`config.mk`:
```
export PLATFORM = sky130hd
export DESIGN_NAME = sdesc_walker
export DESIGN_NICKNAME = d
export VERILOG_FILES = /design/src/rtl/sdw_pkg.sv /design/src/rtl/sdw_l1_dec.sv /design/src/rtl/sdw_l2_dec.sv /design/src/rtl/sdw_ctrl.sv /design/src/rtl/sdesc_walker.sv
export SDC_FILE = /design/constraint.sdc
export NUM_CORES = 1
export LEC_CHECK = 0
export BUFFER_PORTS_ARGS = -buffer_cell sky130_fd_sc_hd__buf_2
export CORE_MARGIN = 5
export CORE_UTILIZATION = 57
export CTS_BUF_LIST = sky130_fd_sc_hd__clkbuf_4 sky130_fd_sc_hd__clkbuf_8 sky130_fd_sc_hd__clkbuf_16
export DETAILED_ROUTE_END_ITERATION = 10
export GPL_TIMING_DRIVEN = 0
export HOLD_SLACK_MARGIN = 0.03
export PLACE_DENSITY = 0.87
export REMOVE_ABC_BUFFERS = 1
export SYNTH_ARGS = -nofsm -noshare
export SYNTH_HDL_FRONTEND = slang
export SYNTH_HIERARCHICAL = 1
export SYNTH_SLANG_ARGS = --single-unit
```
`constraint.sdc`:
```
create_clock -name clk -period 3.4 [get_ports clk]
set_input_delay 0.34 -clock clk [delete_from_list [all_inputs] [get_ports clk]]
set_output_delay 0.34 -clock clk [all_outputs]
set_load 0.02 [all_outputs]
```
`src/rtl/sdw_pkg.sv`:
```
package sdw_pkg;
    localparam int unsigned WORD_W = 32;
    localparam int unsigned DOM_W  = 4;
    localparam int unsigned AP_W   = 3;
    localparam int unsigned CODE_W = 4;

    localparam logic [CODE_W-1:0] CODE_OK         = 4'd0;
    localparam logic [CODE_W-1:0] CODE_SECT_FAULT = 4'd5;
    localparam logic [CODE_W-1:0] CODE_PAGE_FAULT = 4'd7;

    typedef enum logic [2:0] {
        ST_IDLE, ST_L1_REQ, ST_L1_WAIT, ST_L2_REQ, ST_L2_WAIT, ST_DONE
    } walk_state_e;

    typedef enum logic [1:0] {
        L1_FAULT, L1_SECTION, L1_COARSE, L1_FINE
    } l1_kind_e;

    typedef struct packed {
        logic              fault;
        logic [CODE_W-1:0] code;
        logic [WORD_W-1:0] pa;
        logic [AP_W-1:0]   ap;
        logic [DOM_W-1:0]  dom;
    } walk_result_t;

    typedef struct packed {
        l1_kind_e          kind;
        logic [WORD_W-1:0] next_addr;
        walk_result_t      res;
    } l1_decode_t;

    function automatic logic [WORD_W-1:0] l1_entry_addr(
        input logic [WORD_W-1:0] base, input logic [WORD_W-1:0] va);
        return {base[31:14], va[31:20], 2'b00};
    endfunction
endpackage

```
`src/rtl/sdw_l1_dec.sv`:
```
module sdw_l1_dec
    import sdw_pkg::*;
(
    input  logic [WORD_W-1:0] desc,
    input  logic [WORD_W-1:0] va,
    input  logic              ext_en,
    output l1_decode_t        dec
);
    always_comb begin
        dec         = '0;
        dec.kind    = L1_FAULT;
        dec.res.dom = desc[8:5];
        case (desc[1:0])
            2'b01: begin
                dec.kind      = L1_COARSE;
                dec.next_addr = {desc[31:10], va[19:12], 2'b00};
            end
            2'b10: begin
                dec.kind    = L1_SECTION;
                dec.res.pa  = {desc[31:20], va[19:0]};
                dec.res.ap  = {desc[15], desc[11:10]};
                dec.res.code = CODE_OK;
            end
            2'b11: begin
                if (ext_en) begin
                    dec.kind      = L1_FINE;
                    dec.next_addr = {desc[31:12], va[19:10], 2'b00};
                end
            end
            default: dec.kind = L1_FAULT;
        endcase
        if (dec.kind == L1_FAULT) begin
            dec.res.fault = 1'b1;
            dec.res.code  = CODE_SECT_FAULT;
        end
    end
endmodule

```
`src/rtl/sdw_l2_dec.sv`:
```
module sdw_l2_dec
    import sdw_pkg::*;
(
    input  logic [WORD_W-1:0] desc,
    input  logic [WORD_W-1:0] va,
    input  logic              from_fine,
    input  logic [DOM_W-1:0]  dom,
    output walk_result_t      res
);
    always_comb begin
        res     = '0;
        res.dom = dom;
        res.ap  = {desc[9], desc[5:4]};
        case (desc[1:0])
            2'b01: res.pa = {desc[31:16], va[15:0]};
            2'b10: res.pa = {desc[31:12], va[11:0]};
            2'b11: res.pa = from_fine ? {desc[31:10], va[9:0]}
                                      : {desc[31:12], va[11:0]};
            default: begin
                res.fault = 1'b1;
                res.code  = CODE_PAGE_FAULT;
                res.ap    = '0;
            end
        endcase
    end
endmodule

```
`src/rtl/sdw_ctrl.sv`:
```
module sdw_ctrl
    import sdw_pkg::*;
(
    input  logic              clk,
    input  logic              rst,
    input  logic              req_valid,
    input  logic [WORD_W-1:0] req_va,
    input  logic [WORD_W-1:0] req_base,
    input  logic              req_secure,
    input  logic              ext_type3_en,
    input  logic              mem_req_ready,
    input  logic              mem_rsp_valid,
    input  l1_decode_t        l1_dec,
    input  walk_result_t      l2_res,
    output logic              req_ready,
    output logic              mem_req_valid,
    output logic [WORD_W-1:0] mem_req_addr,
    output logic              mem_req_secure,
    output logic [WORD_W-1:0] va_q,
    output logic              ext_q,
    output logic              fine_q,
    output logic [DOM_W-1:0]  dom_q,
    output logic              done,
    output walk_result_t      res_q
);
    walk_state_e       state;
    logic [WORD_W-1:0] addr_q;
    logic              sec_q;

    always_ff @(posedge clk) begin
        if (rst) begin
            state  <= ST_IDLE;
            va_q   <= '0;
            addr_q <= '0;
            sec_q  <= 1'b0;
            ext_q  <= 1'b0;
            fine_q <= 1'b0;
            dom_q  <= '0;
            res_q  <= '0;
        end else begin
            case (state)
                ST_IDLE: if (req_valid) begin
                    va_q   <= req_va;
                    sec_q  <= req_secure;
                    ext_q  <= ext_type3_en;
                    addr_q <= l1_entry_addr(req_base, req_va);
                    state  <= ST_L1_REQ;
                end
                ST_L1_REQ: if (mem_req_ready) state <= ST_L1_WAIT;
                ST_L1_WAIT: if (mem_rsp_valid) begin
                    dom_q <= l1_dec.res.dom;
                    if (l1_dec.kind == L1_COARSE || l1_dec.kind == L1_FINE) begin
                        addr_q <= l1_dec.next_addr;
                        fine_q <= (l1_dec.kind == L1_FINE);
                        state  <= ST_L2_REQ;
                    end else begin
                        res_q <= l1_dec.res;
                        state <= ST_DONE;
                    end
                end
                ST_L2_REQ: if (mem_req_ready) state <= ST_L2_WAIT;
                ST_L2_WAIT: if (mem_rsp_valid) begin
                    res_q <= l2_res;
                    state <= ST_DONE;
                end
                default: state <= ST_IDLE;
            endcase
        end
    end

    assign req_ready      = (state == ST_IDLE);
    assign mem_req_valid  = (state == ST_L1_REQ) || (state == ST_L2_REQ);
    assign mem_req_addr   = addr_q;
    assign mem_req_secure = sec_q;
    assign done           = (state == ST_DONE);
endmodule

```
`src/rtl/sdesc_walker.sv`:
```
module sdesc_walker
    import sdw_pkg::*;
(
    input  logic        clk,
    input  logic        rst,
    input  logic        req_valid,
    output logic        req_ready,
    input  logic [31:0] req_va,
    input  logic [31:0] req_base,
    input  logic        req_secure,
    input  logic        ext_type3_en,
    output logic        mem_req_valid,
    input  logic        mem_req_ready,
    output logic [31:0] mem_req_addr,
    output logic        mem_req_secure,
    input  logic        mem_rsp_valid,
    input  logic [31:0] mem_rsp_data,
    output logic        done,
    output logic        done_fault,
    output logic [3:0]  done_code,
    output logic [31:0] done_pa,
    output logic [2:0]  done_ap,
    output logic [3:0]  done_domain
);
    l1_decode_t        l1_dec;
    walk_result_t      l2_res;
    walk_result_t      res_q;
    logic [WORD_W-1:0] va_q;
    logic              ext_q;
    logic              fine_q;
    logic [DOM_W-1:0]  dom_q;

    sdw_l1_dec u_l1 (
        .desc   (mem_rsp_data),
        .va     (va_q),
        .ext_en (ext_q),
        .dec    (l1_dec)
    );

    sdw_l2_dec u_l2 (
        .desc      (mem_rsp_data),
        .va        (va_q),
        .from_fine (fine_q),
        .dom       (dom_q),
        .res       (l2_res)
    );

    sdw_ctrl u_ctrl (
        .clk            (clk),
        .rst            (rst),
        .req_valid      (req_valid),
        .req_va         (req_va),
        .req_base       (req_base),
        .req_secure     (req_secure),
        .ext_type3_en   (ext_type3_en),
        .mem_req_ready  (mem_req_ready),
        .mem_rsp_valid  (mem_rsp_valid),
        .l1_dec         (l1_dec),
        .l2_res         (l2_res),
        .req_ready      (req_ready),
        .mem_req_valid  (mem_req_valid),
        .mem_req_addr   (mem_req_addr),
        .mem_req_secure (mem_req_secure),
        .va_q           (va_q),
        .ext_q          (ext_q),
        .fine_q         (fine_q),
        .dom_q          (dom_q),
        .done           (done),
        .res_q          (res_q)
    );

    assign done_fault  = res_q.fault;
    assign done_code   = res_q.code;
    assign done_pa     = res_q.pa;
    assign done_ap     = res_q.ap;
    assign done_domain = res_q.dom;
endmodule

```
==> out/qor.csv, run 1 <==
metric;value;unit
data arrival time of the critical path;3.07;ns
number of pins with negative max-slew slack in the final report;0;
top metal layer carrying routed signals;met4;
number of failing hold endpoints at the final stage;0;
Max FO, Critical Path;22;
total global routing track utilization;23.8;%
antenna-violating nets left;0;
Routed WL;14900;µm
share of cells above drive strength 1;32.8;%
placed cell area;0.00652;mm²
cells resized by post-CTS repair;0;
crit-path most repeated cell;buf_8;
internal power;1.96;mW
gr ovfl total;0;
Std-Cell Core Area;0.00982;mm²
area of the multi-input gates;0.00318;mm²
net switching share of the total power;30.4;%
critical-path cell with the highest stage delay;nand2b_1;
average routed wire per standard cell;16.7;µm
P_sw;853;µW
max cap viols;0;
met2 WL post-DR;7630;µm
detailed-routing iteration count for the pre-antenna-repair pass;5;
number of endpoints failing setup at the final stage;0;
layout overhead on the synthesized area;17.1;%
Peak VDD IR;0.244;mV
CTS tree;yes;
crit path time final;2.79;ns
number of diodes added for antenna fixing;0;
status;finished, final reports clean;
library cell used as clock root buffer;clkbuf_8;
Leakage Power;2.69;nW
buffer depth of the longest clock path;2;
number of global-route vias before repair;5035;
sum of met3 wire segment lengths after detailed routing;988;µm
clock-pin slew of the registers on the worst-case setup and hold paths;0.10;ns
headroom to the max-slew limit;41.1;%
Critical Setup Path Class;flop to flop;
Via Count;4985;
Cells after DPL;877;
top-level I/O count;183;
TritonCTS Buffers;9;
DPL Wire Length;10700;µm
# DRC;0;
RD Place Congestion;0.809;
Die Height;110;µm
detailed router's first-iteration violation count;339;
drt via density;5.57;
antenna violations before repair;0;
Tightest Hold Check Type;primary input to flop;
element type at the critical path end;flop;
Crit path required time;3.68;ns
ordered cell list for the critical path;nand2b_1, and2_1, or3b_4, a211oi_4, buf_8, buf_8, nor2_1, a211oi_2;
number of nets in the final layout;861;
total of warnings raised by yosys;6;
count of standard-cell rows;36;
startpoint types;flop;
sequential cell area;0.00212;mm²
power share of the sequential group;49.2;%
detailed-routing wirelength on met1;6100;µm
setup repair after global routing missed its margin;no;
pin count of the biggest net entering global routing;57;
share of the cycle needed by the critical path after routing;82.0;%
clock tree sinks;106;
slew at the pin with the worst max-slew slack;0.879;ns
Final Total Pwr;2.81;mW
Max Fclk;359;MHz
count of placed standard cells in the final layout, fillers left out;895;
wire length of the first global-routing pass;24600;µm
delay of the slowest cell on the worst path;0.52;ns
clock insertion delay at the later pin of the skew report;0.36;ns
number of port buffers;166;
H-tree level count;3;
cell count after synthesis;641;
Clock Skew;0.00772;ns
Syn Std Cell Area;0.00576;mm²
Clk pwr share;28.4;%
die span in x;110;µm
final design instance area without fill;0.00674;mm²
final-layout fill cell count;815;
Finished Core Util;68.6;%
final hold slack;0.214;ns
Die Footprint;0.0122;mm²
initial core utilization;58.6;%
Comb pwr share;22.4;%
Power Dens Cells;417;mW/mm²
average instance area after synthesis;8.98;µm²
## registers in the layout (all words and copies together), names as in the netlist
| name | count |
|---|---|
| u_ctrl/va_q | 20 |
| u_ctrl/mem_req_secure | 1 |
| u_ctrl/res_q | 44 |
| u_ctrl/fine_q | 1 |
| u_ctrl/mem_req_addr | 32 |
| u_ctrl/dom_q | 4 |
| u_ctrl/ext_q | 1 |
| u_ctrl/state | 3 |
## worst paths after layout
path,slack (ns),startpoint,end,cells past startpoint
setup / recovery,0.61,u_ctrl/ext_q$_SDFFE_PP0P_,u_ctrl/res_q[26]$_SDFFE_PP0P_,8
hold / removal,0.21,req_secure,u_ctrl/mem_req_secure$_SDFFE_PP0P_,3
setup reg to reg,0.61,u_ctrl/ext_q$_SDFFE_PP0P_,u_ctrl/res_q[26]$_SDFFE_PP0P_,8
hold reg to reg,0.47,u_ctrl/mem_req_secure$_SDFFE_PP0P_,u_ctrl/mem_req_secure$_SDFFE_PP0P_,2
## power by group through the flow
stage          clock network, mW  logic (mW)  registers, mW
4_1_cts                    0.817       0.632           1.38
3_5_place_dp                   0       0.629           1.41
3_3_place_gp                   0       0.588           1.40
2_1_floorplan                  0       0.298           1.48
5_1_grt                    0.868       0.686           1.39
6_report                   0.798       0.630           1.38
## critical path: cells and delay by family (launching register included)
family / cells / cell delay (ns)
AND/OR/NAND/NOR: 4 / 1.45
AO/OA/AOI/OAI: 2 / 0.49
buffers and inverters: 2 / 0.42
flip-flops: 1 / 0.34
## through the flow
stage | setup TNS, ns | setup slack, ns
6_report | 0 | 0.612
5_1_grt | 0 | 0.424
4_1_cts | 0 | 0.629
3_5_place_dp | -4.94 | -0.260
3_3_place_gp | -90.12 | -1.96
2_1_floorplan | -29.68 | -0.675
## routing by layer
layer / GRT usage, % / up-vias
li1: - / 2445
met1: 28.6 / 2337
met2: 42.4 / 182
met3: 4.70 / 21
met4: 8.05 / 0
met5: 0 / -
## cells in the final DEF, fill, tap and decap left out, types with 5 or more instances in the layout
master    instances
and3_1           21
dfxtp_1         106
a211oi_1         30
and2_1           38
buf_2           165
nor2b_1          30
buf_4             5
clkbuf_8         10
a211oi_2         44
nor2_1           86
nand2b_1          5
conb_1            5
mux2i_1          78
a32o_1           10
a21oi_1          24
nand2_1          49
inv_1             6
## area by class of cell
cell class	count	share of cell area (%)
Multi-Input combinational cell	455	47.2
Clock inverter	2	0.557
Inverter	6	0.334
Timing Repair Buffer	180	15.6
Tap cell	133	2.47
Sequential cell	106	31.5
Clock buffer	13	2.38
## repair_timing
action	in CTS	in global routing
buffers inserted	3	0
setup endpoints to repair	10	0
hold buffers	0	0
(Power assumes the default switching activity.)
==> run 2, diff against run 1 <==
Settings changed: ABC_AREA from default to 1, CORE_UTILIZATION 57 to 49, PLACE_DENSITY 0.87 to 0.78.
Clock period 3.4 ns to 2.4 ns, I/O delays scaled along.
==> run 2 against run 1 <==
Utilization shrank 12 points. Flip-flop and latch count did not move. First-iteration DRC count grew 140%. Synthesized area up 17%. Worst hold slack worse by 0.067 ns. Combinational power rose to 6.5 times the previous value. Register-to-register slack worse by 0.41 ns. Critical path depth did not move. Global-route usage up 2.7 points. Critical path type unchanged.
==> out/qor.csv, run 2 <==
metric;value;unit;change
Critical Setup Path Class;flop to flop;;
Die Height;127;µm;+15%
antenna violations before repair;0;;unchanged
RD Place Congestion;0.818;;+1.1%
register bank with the most flops;u_ctrl/res_q;;
library cell used as clock root buffer;clkbuf_16;;
top metal layer carrying routed signals;met4;;
total of warnings raised by yosys;6;;unchanged
antenna-violating nets left;0;;unchanged
headroom to the max-slew limit;19.9;%;-21 points
Clock Skew;0.00637;ns;-0.00134 ns
crit-path most repeated cell;nand2_1;;
number of endpoints failing setup at the final stage;0;;unchanged
top-level I/O count;183;;unchanged
average instance area after synthesis;6.41;µm²;-29%
Finished Core Util;56.5;%;-12 points
number of cells traversed by the worst register-to-register path;8;;unchanged
sum of met3 wire segment lengths after detailed routing;1810;µm;+84%
detailed-routing wirelength on met1;9520;µm;+56%
Routed WL;22000;µm;+48%
final sum of negative setup slack;0;ns;unchanged
total global routing track utilization;26.5;%;+2.7 points
clock-pin slew of the registers on the worst-case setup and hold paths;0.07;ns;-0.03 ns
hold bufs inserted after CTS;0;;unchanged
startpoint types;flop;;
internal power;4.41;mW;+130%
cell depth of the worst hold path;3;;unchanged
number of failing hold endpoints at the final stage;0;;unchanged
Std-Cell Core Area;0.0137;mm²;+40%
Comb pwr share;48.1;%;+26 points
P_sw;4.04;mW;+370%
DPL Wire Length;11900;µm;+11%
number of port buffers;166;;unchanged
net switching share of the total power;47.8;%;+17 points
Max FO, Critical Path;32;;+45%
dominant delay contributor by cell family on the critical path;simple AND/OR/NAND/NOR gates;;
count of standard-cell rows;43;;+19%
TritonCTS Buffers;9;;unchanged
setup repair after global routing missed its margin;no;;
H-tree level count;3;;unchanged
critical-path cell with the highest stage delay;dfxtp_4;;
wire length of the first global-routing pass;34600;µm;+41%
die span in x;127;µm;+15%
Via Count;7197;;+44%
# DRC;0;;unchanged
Leakage Power;3.59;nW;+33%
Syn Std Cell Area;0.00676;mm²;+17%
met2 WL post-DR;10200;µm;+34%
number of global-route vias before repair;6761;;+34%
cell count after synthesis;1055;;+65%
count of cell instances traversed by the critical path;8;;unchanged
buffer depth of the longest clock path;2;;unchanged
Clk pwr share;19.6;%;-8.8 points
PnR worst setup slack;0.199;ns;-0.413 ns
power share of the sequential group;32.3;%;-17 points
number of pins with negative max-slew slack in the final report;0;;unchanged
pre-CTS WS;-2.66;ns;-2.40 ns
delay of the slowest cell on the worst path;0.59;ns;+0.07 ns
drt via density;5.43;;-2.6%
gr ovfl total;0;;unchanged
detailed router's first-iteration violation count;800;;+140%
worst path buffer plus inverter count;2;;unchanged
initial core utilization;49.3;%;-9.4 points
leading cell type in the layout, fill and taps excluded;nand2_1;;
number of nets in the final layout;1246;;+45%
Max Fclk;454;MHz;+27%
placed cell area;0.00718;mm²;+10%
status;finished, final reports clean;;
Power Dens Cells;1090;mW/mm²;+160%
average routed wire per standard cell;16.6;µm;-0.35%
layout overhead on the synthesized area;14.7;%;
number of diodes added for antenna fixing;0;;unchanged
detailed-routing iteration count for the pre-antenna-repair pass;5;;unchanged
slew at the pin with the worst max-slew slack;1.20;ns;+0.323 ns
element type at the critical path end;flop;;
final design instance area without fill;0.00775;mm²;+15%
data arrival time of the critical path;2.39;ns;-0.68 ns
crit path time final;2.20;ns;-0.587 ns
share of the cycle needed by the critical path after routing;91.7;%;+9.7 points
CTS tree;yes;;
clock insertion delay at the later pin of the skew report;0.36;ns;about the same
share of cells above drive strength 1;22.8;%;-10 points
flip-flop count of the largest register, all copies and words added;44;;unchanged
Crit path required time;2.59;ns;-1.09 ns
Die Footprint;0.0162;mm²;+33%
commonest cells after routing, fill and taps aside;265 x nand2_1, 168 x nand3_1, 166 x buf_2, 105 x a21oi_1, 102 x dfxtp_1;;
Tightest Hold Check Type;primary input to flop;;
Final Total Pwr;8.46;mW;+200%
clock tree sinks;106;;unchanged
max cap viols;0;;unchanged
ordered cell list for the critical path;nand2_1, nand2_1, inv_1, nand3_4, buf_4, nand2_4, nand2_1, a21oi_1;;
pin count of the biggest net entering global routing;59;;+3.5%
Peak VDD IR;0.439;mV;+80%
==> run 2: power by group through the flow <==
stage / logic, mW / registers, mW / clock network [mW]
6_report: 4.07 / 2.73 / 1.66
5_1_grt: 4.42 / 2.80 / 1.75
4_1_cts: 3.90 / 2.73 / 1.68
3_5_place_dp: 3.57 / 2.73 / 0
3_3_place_gp: 3.44 / 2.75 / 0
2_1_floorplan: 1.87 / 3.11 / 0
==> run 2: worst reg2reg max path: stages (launching register included) <==
cell and delay [ns]:
dfxtp_4 0.59, nand2_1 0.12, nand2_1 0.22, inv_1 0.14, nand3_4 0.12, buf_4 0.32
nand2_4 0.29, nand2_1 0.16, a21oi_1 0.07
==> run 2: path summary, 6_finish.rpt <==
path | slack [ns] | from | to
setup / recovery | 0.20 | u_ctrl/ext_q$_SDFFE_PP0P_ | u_ctrl/mem_req_addr[5]$_SDFFE_PP0P_
setup reg to reg | 0.20 | u_ctrl/ext_q$_SDFFE_PP0P_ | u_ctrl/mem_req_addr[5]$_SDFFE_PP0P_
hold / removal | 0.15 | req_va[19] | u_ctrl/va_q[19]$_SDFFE_PP0P_
hold reg to reg | 0.45 | u_ctrl/dom_q[2]$_SDFFE_PP0P_ | u_ctrl/dom_q[2]$_SDFFE_PP0P_
==> run 2: per-stage QoR <==
stage               instances  hold WS, ns
floorplan                 951        0.309
global placement         1297        0.433
detailed placement       1298        0.441
CTS                      1321        0.134
global route             1326        0.150
finish                   1326        0.147
==> run 2: cell type report <==
type | count | area [µm²]
fillers | 1377 | 5970
multi-input cells | 766 | 3830
flip-flops and latches | 106 | 2130
clock buffers | 12 | 267
repair buffers | 172 | 908
clock inverters | 2 | 60.1
well taps | 180 | 225
inverters | 88 | 330
==> run 2: per-layer routing <==
layer  vias up  global-route usage, %
li1       3555                      -
met1      3294                   34.1
met2       314                   44.8
met3        34                   4.10
met4         0                   9.65
met5         -                      0
==> run 2: what timing repair did <==
action                     CTS  global route
cloned                       7             2
hold endpoints to repair     0             0
gates resized for setup     17             3
setup buffers                2             3
setup endpoints to repair   79            78
pin swaps                    7             3
==> run 3, diff against run 2 <==
Settings changed: PLACE_DENSITY 0.78 to 0.81.
==> run 3 against run 2 <==
Die area did not move. Clock power decreased by 4%. Clock-buffer cell count increased by 3. Wire length shrank 2.0%. Critical path depth rose by 1. Register-to-register slack better by 0.08 ns. Flip-flop and latch count did not move. Non-clock buffer count is 2 higher. Via count is 0.60% lower. Sequential power hardly changed.
==> out/qor.csv, run 3 (same netlist as run 2, synthesis figures left out) <==
metric;value;unit;change
Tightest Hold Check Type;primary input to flop;;
register bank with the most flops;u_ctrl/res_q;;
number of global-route vias before repair;6556;;-3.0%
count of placed standard cells in the final layout, fillers left out;1331;;+0.38%
H-tree level count;3;;unchanged
buffer depth of the longest clock path;2;;unchanged
Final Total Pwr;8.39;mW;-0.82%
DPL Wire Length;11900;µm;-0.61%
Max Fclk;470;MHz;+3.5%
number of pins with negative max-slew slack in the final report;0;;unchanged
crit path time final;2.13;ns;-0.0734 ns
P_sw;4.01;mW;-0.70%
Power Dens Cells;1080;mW/mm²;-1.2%
commonest cells after routing, fill and taps aside;265 x nand2_1, 168 x nand3_1, 165 x buf_2, 105 x a21oi_1, 102 x dfxtp_1;;
Reg2Reg Setup Slack;0.28;ns;+0.08 ns
ordered cell list for the critical path;buf_2, inv_2, nand2_4, inv_1, nor2_1, nand2_1, nand2_1, o21ai_1, nor2_1;;
top-level I/O count;183;;unchanged
average routed wire per standard cell;16.2;µm;-2.4%
Via Count;7154;;-0.60%
Die Footprint;0.0162;mm²;unchanged
Die Height;127;µm;unchanged
worst path buffer plus inverter count;3;;+1
dominant delay contributor by cell family on the critical path;simple AND/OR/NAND/NOR gates;;
flip-flop count of the largest register, all copies and words added;44;;unchanged
leading cell type in the layout, fill and taps excluded;nand2_1;;
critical-path cell with the highest stage delay;nand2_4;;
Leakage Power;3.61;nW;+0.55%
Routed WL;21600;µm;-2.0%
RD Place Congestion;0.763;;-6.7%
TritonCTS Buffers;9;;unchanged
number of failing hold endpoints at the final stage;0;;unchanged
clock tree sinks;106;;unchanged
max cap viols;0;;unchanged
number of port buffers;166;;unchanged
Clock Skew;0.00820;ns;+0.00182 ns
Clk pwr share;19.1;%;-0.5 points
Max FO, Critical Path;41;;+28%
pre-CTS WS;-2.59;ns;+0.0684 ns
PnR worst setup slack;0.273;ns;+0.0734 ns
detailed router's first-iteration violation count;651;;-19%
detailed-routing iteration count for the pre-antenna-repair pass;8;;+3
drt via density;5.37;;-0.97%
headroom to the max-slew limit;25.5;%;+5.6 points
delay of the slowest cell on the worst path;0.79;ns;+0.20 ns
CTS tree;yes;;
total global routing track utilization;26.1;%;-0.36 points
net switching share of the total power;47.9;%;+0.060 points
Comb pwr share;48.3;%;+0.2 points
layout overhead on the synthesized area;15.2;%;
share of cells above drive strength 1;23.1;%;+0.34 points
slew at the pin with the worst max-slew slack;1.12;ns;-0.0850 ns
count of standard-cell rows;43;;unchanged
status;finished, final reports clean;;
pin count of the biggest net entering global routing;59;;unchanged
antenna-violating nets left;0;;unchanged
share of the cycle needed by the critical path after routing;88.6;%;-3.1 points
element type at the critical path end;flop;;
number of endpoints failing setup at the final stage;0;;unchanged
number of nets in the final layout;1249;;+0.24%
power share of the sequential group;32.6;%;+0.3 points
startpoint types;primary input;;
hold bufs inserted after CTS;0;;unchanged
final-layout fill cell count;1420;;+3.1%
library cell used as clock root buffer;clkbuf_16;;
Peak VDD IR;0.430;mV;-2.1%
initial core utilization;49.3;%;unchanged
number of diodes added for antenna fixing;0;;unchanged
internal power;4.37;mW;-0.94%
die span in x;127;µm;unchanged
Crit path required time;2.69;ns;+0.10 ns
gr ovfl total;0;;unchanged
clock insertion delay at the later pin of the skew report;0.35;ns;about the same
setup repair after global routing missed its margin;no;;
data arrival time of the critical path;2.42;ns;+0.03 ns
Critical Setup Path Class;primary input to flop;;
# DRC;0;;unchanged
antenna violations before repair;0;;unchanged
Finished Core Util;56.7;%;+0.23 points
Cells after DPL;1298;;unchanged
wire length of the first global-routing pass;34100;µm;-1.5%
clock-pin slew of the registers on the worst-case setup and hold paths;0.07;ns;about the same
Std-Cell Core Area;0.0137;mm²;unchanged
-- run 3: cell types whose count changed in the layout (fill, tap and decap cells not counted) --
cell        change
inv_2           -1
clkinvlp_4      +1
clkbuf_4        +3
bufinv_16       -1
nand2_4         +1
clkbuf_8        +1
buf_2           -1
buf_4           +2
-- run 3: per-layer routing --
layer / vias up / GRT usage (%) / part of all wire [%]
li1: 3559 / - / -
met2: 330 / 42.9 / 47
met4: 0 / 7.26 / 1.6
met5: - / 0 / 0
met1: 3235 / 34.5 / 43
met3: 30 / 5.85 / 8.5
-- run 3: power by group through the flow --
stage | clock (mW) | sequential (mW) | combinational, mW
after floorplan | 0 | 3.11 | 1.87
after global placement | 0 | 2.74 | 3.44
after detailed placement | 0 | 2.71 | 3.56
after CTS | 1.63 | 2.72 | 3.95
after global routing | 1.74 | 2.80 | 4.39
final | 1.60 | 2.73 | 4.05
-- run 3: path summary, 6_finish.rpt --
check                               startpoint                            end  depth (start not counted)
hold reg to reg   u_ctrl/dom_q[0]$_SDFFE_PP0P_   u_ctrl/dom_q[0]$_SDFFE_PP0P_                          2
hold / removal                    ext_type3_en      u_ctrl/ext_q$_SDFFE_PP0P_                          3
setup / recovery               mem_rsp_data[0]  u_ctrl/res_q[39]$_SDFFE_PP0P_                          9
setup reg to reg  u_ctrl/state[1]$_SDFFE_PP0P_  u_ctrl/res_q[28]$_SDFFE_PP0P_                          6
-- run 3: tightest hold or removal path, stage by stage --
cell and delay [ns]:
buf_2 0.10, nand3_1 0.07, a21oi_1 0.05
-- run 3: cell type report --
cell class	instances	area (µm²)	area share, %
clock buffer	15	295	3.79
tap	180	225	2.89
timing repair buffer	174	926	11.9
clock inverter	1	30.0	0.386
inverter	88	334	4.29
sequential	106	2130	27.4
multi-input combinational	767	3840	49.3
-- run 3: timing repair --
action | CTS | global route
pin swaps | 8 | 2
resized for setup | 17 | 5
setup buffers | 4 | 2
gates cloned | 9 | 1
endpoints found under the setup margin | 79 | 80
-- run 3: per-stage QoR --
step	area, µm²	TNS, ns	hold slack (ns)
finish	7780	0	0.150
global route	7780	0	0.146
CTS	7710	0	0.140
detailed placement	7180	-166.66	0.441
global placement	7150	-229.02	0.433
floorplan	6100	-67.65	0.309
